### src/rtl/ocfault_pkg.sv
package ocfault_pkg;
  // Strobes from the control decision logic to the latch datapath
  typedef struct packed {
    logic setLatch;
    logic clrLatch;
  } latchStrobe_t;

  // Qualified status returned from the datapath filters
  typedef struct packed {
    logic rstQual;
    logic lineLow;
    logic latchQ;
  } latchStatus_t;
endpackage

### src/rtl/ocfault_filter.sv
// Consecutive-cycle qualifier: the output goes true once the watched level
// has been seen for LEN edges in a row, and drops on the first edge it is absent.
module ocfault_filter #(
  parameter int unsigned LEN        = 4,
  parameter bit          ACTIVE_LOW = 1'b0
) (
  input  logic clk,
  input  logic rstN,
  input  logic rawIn,
  output logic qualOut
);
  localparam int unsigned CntW = $clog2(LEN + 1);

  logic [CntW-1:0] cnt;
  logic            seen;

  generate
    if (ACTIVE_LOW) begin : g_low
      assign seen = ~rawIn;
    end else begin : g_high
      assign seen = rawIn;
    end
  endgenerate

  always_ff @(posedge clk or negedge rstN) begin
    if (!rstN) begin
      cnt <= '0;
    end else if (!seen) begin
      cnt <= '0;
    end else if (cnt != CntW'(LEN)) begin
      cnt <= cnt + 1'b1;
    end
  end

  assign qualOut = (cnt == CntW'(LEN));
endmodule

### src/rtl/ocfault_control.sv
module ocfault_control
  import ocfault_pkg::*;
(
  input  logic         clk,
  input  logic         rstN,
  input  logic         ocFlag,
  input  logic         lowCmd,
  input  latchStatus_t status,
  output latchStrobe_t strb
);
  logic tripNow;

  // Overcurrent only counts while the low-side switch is commanded on
  assign tripNow       = ocFlag & lowCmd;
  assign strb.setLatch = tripNow;
  // Trip wins: a reset request is not applied while a trip is active
  assign strb.clrLatch = status.rstQual & ~tripNow & status.latchQ;


  oc_ignored_chk: assert property (@(posedge clk) disable iff (!rstN)
    (ocFlag && !lowCmd) |-> !strb.setLatch);


  trip_prio_chk: assert property (@(posedge clk) disable iff (!rstN)
    strb.setLatch |-> !strb.clrLatch);
endmodule

### src/rtl/ocfault_datapath.sv
module ocfault_datapath
  import ocfault_pkg::*;
#(
  parameter int unsigned RST_FILT  = 4,
  parameter int unsigned LINE_FILT = 3
) (
  input  logic         clk,
  input  logic         rstN,
  input  logic         resetReq,
  input  logic         lineSense,
  input  latchStrobe_t strb,
  output latchStatus_t status,
  output logic         shutdownReq,
  output logic         lineDriveLow
);
  logic latchQ;
  logic rstQual;
  logic lineLow;

  ocfault_filter #(.LEN(RST_FILT), .ACTIVE_LOW(1'b0)) u_rstFilt (
    .clk(clk), .rstN(rstN), .rawIn(resetReq), .qualOut(rstQual));

  ocfault_filter #(.LEN(LINE_FILT), .ACTIVE_LOW(1'b1)) u_lineFilt (
    .clk(clk), .rstN(rstN), .rawIn(lineSense), .qualOut(lineLow));

  always_ff @(posedge clk or negedge rstN) begin
    if (!rstN) begin
      latchQ <= 1'b0;
    end else if (strb.setLatch) begin
      latchQ <= 1'b1;
    end else if (strb.clrLatch) begin
      latchQ <= 1'b0;
    end
  end

  assign status.rstQual = rstQual;
  assign status.lineLow = lineLow;
  assign status.latchQ  = latchQ;
  assign lineDriveLow   = latchQ;
  assign shutdownReq    = latchQ | lineLow;


  trip_sets_chk: assert property (@(posedge clk) disable iff (!rstN)
    strb.setLatch |=> latchQ);


  rst_clears_chk: assert property (@(posedge clk) disable iff (!rstN)
    (strb.clrLatch && !strb.setLatch) |=> !latchQ);


  ext_no_latch_chk: assert property (@(posedge clk) disable iff (!rstN)
    (!latchQ && !strb.setLatch) |=> !latchQ);


  rst_qual_chk: assert property (@(posedge clk) disable iff (!rstN)
    $rose(rstQual) |-> $past(resetReq));
endmodule

### src/rtl/ocfault_top.sv
module ocfault_top
  import ocfault_pkg::*;
#(
  parameter int unsigned RST_FILT  = 4,
  parameter int unsigned LINE_FILT = 3
) (
  input  logic clk,
  input  logic rstN,
  input  logic ocFlag,
  input  logic lowCmd,
  input  logic resetReq,
  input  logic lineSense,
  output logic shutdownReq,
  output logic lineDriveLow
);
  latchStrobe_t strb;
  latchStatus_t status;

  ocfault_control u_ctrl (
    .clk(clk), .rstN(rstN), .ocFlag(ocFlag), .lowCmd(lowCmd),
    .status(status), .strb(strb));

  ocfault_datapath #(.RST_FILT(RST_FILT), .LINE_FILT(LINE_FILT)) u_dp (
    .clk(clk), .rstN(rstN), .resetReq(resetReq), .lineSense(lineSense),
    .strb(strb), .status(status), .shutdownReq(shutdownReq),
    .lineDriveLow(lineDriveLow));
endmodule

### config.mk
export PLATFORM = sky130hd
export DESIGN_NAME = ocfault_top
export DESIGN_NICKNAME = d
export VERILOG_FILES = /design/src/rtl/ocfault_pkg.sv /design/src/rtl/ocfault_filter.sv /design/src/rtl/ocfault_control.sv /design/src/rtl/ocfault_datapath.sv /design/src/rtl/ocfault_top.sv
export SDC_FILE = /design/constraint.sdc
export NUM_CORES = 1
export LEC_CHECK = 0
export BUFFER_PORTS_ARGS = -buffer_cell sky130_fd_sc_hd__buf_2
export CAP_MARGIN = 15
export CORE_AREA = 5 5 42 44
export DETAILED_ROUTE_END_ITERATION = 7
export DIE_AREA = 0 0 47 49
export PLACE_DENSITY = 0.42
export REMOVE_ABC_BUFFERS = 1
export SLEW_MARGIN = 20
export SYNTH_ARGS = -nofsm -noshare
export SYNTH_HDL_FRONTEND = slang
export SYNTH_SLANG_ARGS = --single-unit
### constraint.sdc
create_clock -name clk -period 2.6 [get_ports clk]
set_clock_uncertainty 0.05 [all_clocks]
set_input_delay 0.26 -clock clk [delete_from_list [all_inputs] [get_ports clk]]
set_output_delay 0.26 -clock clk [all_outputs]
set_load 0.02 [all_outputs]
==> results.yml <==
place:
  dp_slack_ns: 1.21
  io_buffer_count: 7
  place_area_sq_um: 347
  dp_hpwl_microns: 473
  globalplace.congestion: 0.659
critical_path:
  critPathBufInv: 1
  crit_slowest_cell: "dfrtp_1"
  critPathRequiredTime_ns: 2.29
  ff2ff_setup_slack_ns: 1.38
  cp_top_family: "flip-flops"
  startpoint_type: "register"
  critical_path_class: "reg -> out"
  crit_chain: "ha_1, or2_2, buf_2"
  crit_path_end_kind: "primary output"
  worstPathArrival_ns: 1.33
  cp_slowest_stage_delay_ns: 0.39
  cp_max_fo: 3
synthesis:
  synth_cell_types: 14
  yosys.area.top_type_share_pct: 51.5
  synth_area_sq_um: 292
  synth_area_leaders: "dfrtp_1 52%, ha_1 13%, mux2i_1 6.9%, inv_1 3.9%, nand2_1 3.9%"
  synth-seq-area-share_pct: 51.5
  syn_avg_cell_area_sq_um: 10.8
  ys_warn_count: 0
  netlist_instances: 27
  synth.largest_area_cell: "dfrtp_1"
  ys_ff_latch: 6
cells_and_area:
  diodes: 0
  layout-drive-gt1-share_pct: 28.9
  nets: 49
  synthToLayoutAreaGrowth_pct: 30.0
  postLayoutCellArea_sq_um: 379
  mostFrequentLayoutCells: "7 x buf_2, 6 x dfrtp_1"
  final_common_cell: "buf_2"
job:
  timing.max_cap.violations: 0
timing:
  worst_pin_slew_ns: 0.134
  setup_viol: 0
  final_max_slew_viol_count: 0
  rsz0062_at_grt: "false"
  relSlewSlack_pct: 90.8
  period_share_pct: 63.1
  hold_viol: 0
  worst_slack_ns: 0.961
  max_freq_mhz: 610
  post-route-min-period_ns: 1.64
  hold_ws_ns: 0.131
  tns_ns: 0
die:
  core_sq_um: 1400
  ios: 8
  row_count: 14
  die-height_microns: 49
  start_util_pct: 20.8
  die-area_sq_um: 2300
  die_width_microns: 47
run_status:
  status: "complete, no violations"
cts:
  post_cts_resized: 0
  hold_buffers: 1
  cts-root-buf: "clkbuf_4"
  clock_sinks: 6
  cts_buffer_depth: 2
  cts_tree: "yes"
  clkTransAtPathRegs_ns: 0.04
  cts_buffers: 3
  post_cts_buffers: 0
  clk_latency_ns: 0.25
  htreeDepth: 1
power_and_ir_drop:
  p_clk_share_pct: 33.7
  p_comb_share_pct: 21.6
  powerDensity_nw_per_um2: 700
  p_sw_uw: 77.8
  p_seq_share_pct: 44.7
  switching_share_pct: 29.3
  vdd_drop_max_mv: 0.313
  p_leak_uw: 0.000200
  internal_power_uw: 188
detailed_routing:
  via_per_inst: 4.31
  wl_per_cell_microns: 10.9
  final_antenna_net_count: 0
  vias: 233
  drtIter0Drc: 4
  drc: 0
  drt_wl_total_microns: 588
  dr.pass1.iters: 4
global_route:
  grt_max_degree: 7
  antenna_found_initial: 0
  grt_overflow: 0
  grt_pass1_vias: 246
  grt_use_total_pct: 6.59
  grt_pass1_wl_microns: 993
min_path:
  worstHoldPathType: "in -> reg"
==> routing by layer <==
layer | vias up | share of wire, % | global-route usage, %
li1 | 114 | - | -
met1 | 105 | 42 | 7.16
met2 | 12 | 41 | 8.14
met3 | 2 | 12 | 3.69
met4 | 0 | 4.1 | 6.91
met5 | - | 0 | 0
==> power groups by stage <==
| stage | logic, uW | registers [uW] | clock network [uW] |
|---|---|---|---|
| global placement | 53.5 | 119 | 0 |
| floorplan | 37.2 | 121 | 0 |
| global route | 66.0 | 121 | 101 |
| detailed placement | 57.4 | 120 | 0 |
| CTS | 58.8 | 119 | 95.8 |
| finish | 57.3 | 119 | 89.4 |
==> worst register-to-register path, stage by stage, from the launching register on <==
cell and delay (ns):
dfrtp_1 0.38, inv_1 0.06, ha_1 0.24, and3_1 0.20, o21a_1 0.18
==> cells by family after synthesis <==
family | count (synthesis) | synth area share, %
adder cells (fa/ha/maj) | 3 | 12.9
AND/OR/NAND/NOR | 7 | 10.7
XOR/XNOR | 1 | 3.00
buffers and inverters | 3 | 3.86
multiplexers | 2 | 6.87
AO/OA/AOI/OAI | 5 | 11.2
flip-flops | 6 | 51.5
==> state kept, by name (all words and copies together) (netlist names) <==
register             count
u_dp.lineDriveLow        1
u_dp.u_rstFilt.cnt       3
u_dp.u_lineFilt.cnt      2
==> Yosys cell counts <==
cell,number
dfrtp_1,6
ha_1,3
inv_1,3
nand2_1,3
mux2i_1,2
nor2_1,2
a21oi_1,1
a22o_1,1
a31oi_1,1
and3_1,1
o21a_1,1
o21ai_0,1
or2_2,1
xor2_1,1
==> cell type report <==
class	count	area [sq um]
clock buffer	3	22.5
fill	153	1020
inverter	3	11.3
multi-input combinational	18	130
sequential	6	150
tap	16	20.0
timing repair buffer	8	45.0
==> final timing paths <==
path / cells past startpoint / endpoint / from
worst max register to register: 4 / u_dp.u_rstFilt.cnt[0]$_DFFE_PN0P_ / u_dp.u_rstFilt.cnt[0]$_DFFE_PN0P_
min in group asynchronous: 2 / u_dp.u_rstFilt.cnt[0]$_DFFE_PN0P_ / rstN
max in group asynchronous: 2 / u_dp.u_rstFilt.cnt[2]$_DFFE_PN0P_ / rstN
worst min register to register: 1 / u_dp.lineDriveLow$_DFFE_PN0P_ / u_dp.lineDriveLow$_DFFE_PN0P_
worst max-delay path: 3 / shutdownReq / u_dp.u_lineFilt.cnt[0]$_DFFE_PN0P_
worst min-delay path: 2 / u_dp.u_lineFilt.cnt[1]$_DFFE_PN0P_ / lineSense
==> stage by stage <==
stage	std cells	total power, uW	utilization, %
3_3_place_gp	50	173	24.7
4_1_cts	54	273	27.1
3_5_place_dp	50	178	24.7
5_1_grt	54	287	27.1
2_1_floorplan	27	158	-
6_report	54	265	27.1
No activity file was read; power rests on OpenSTA's default activity.
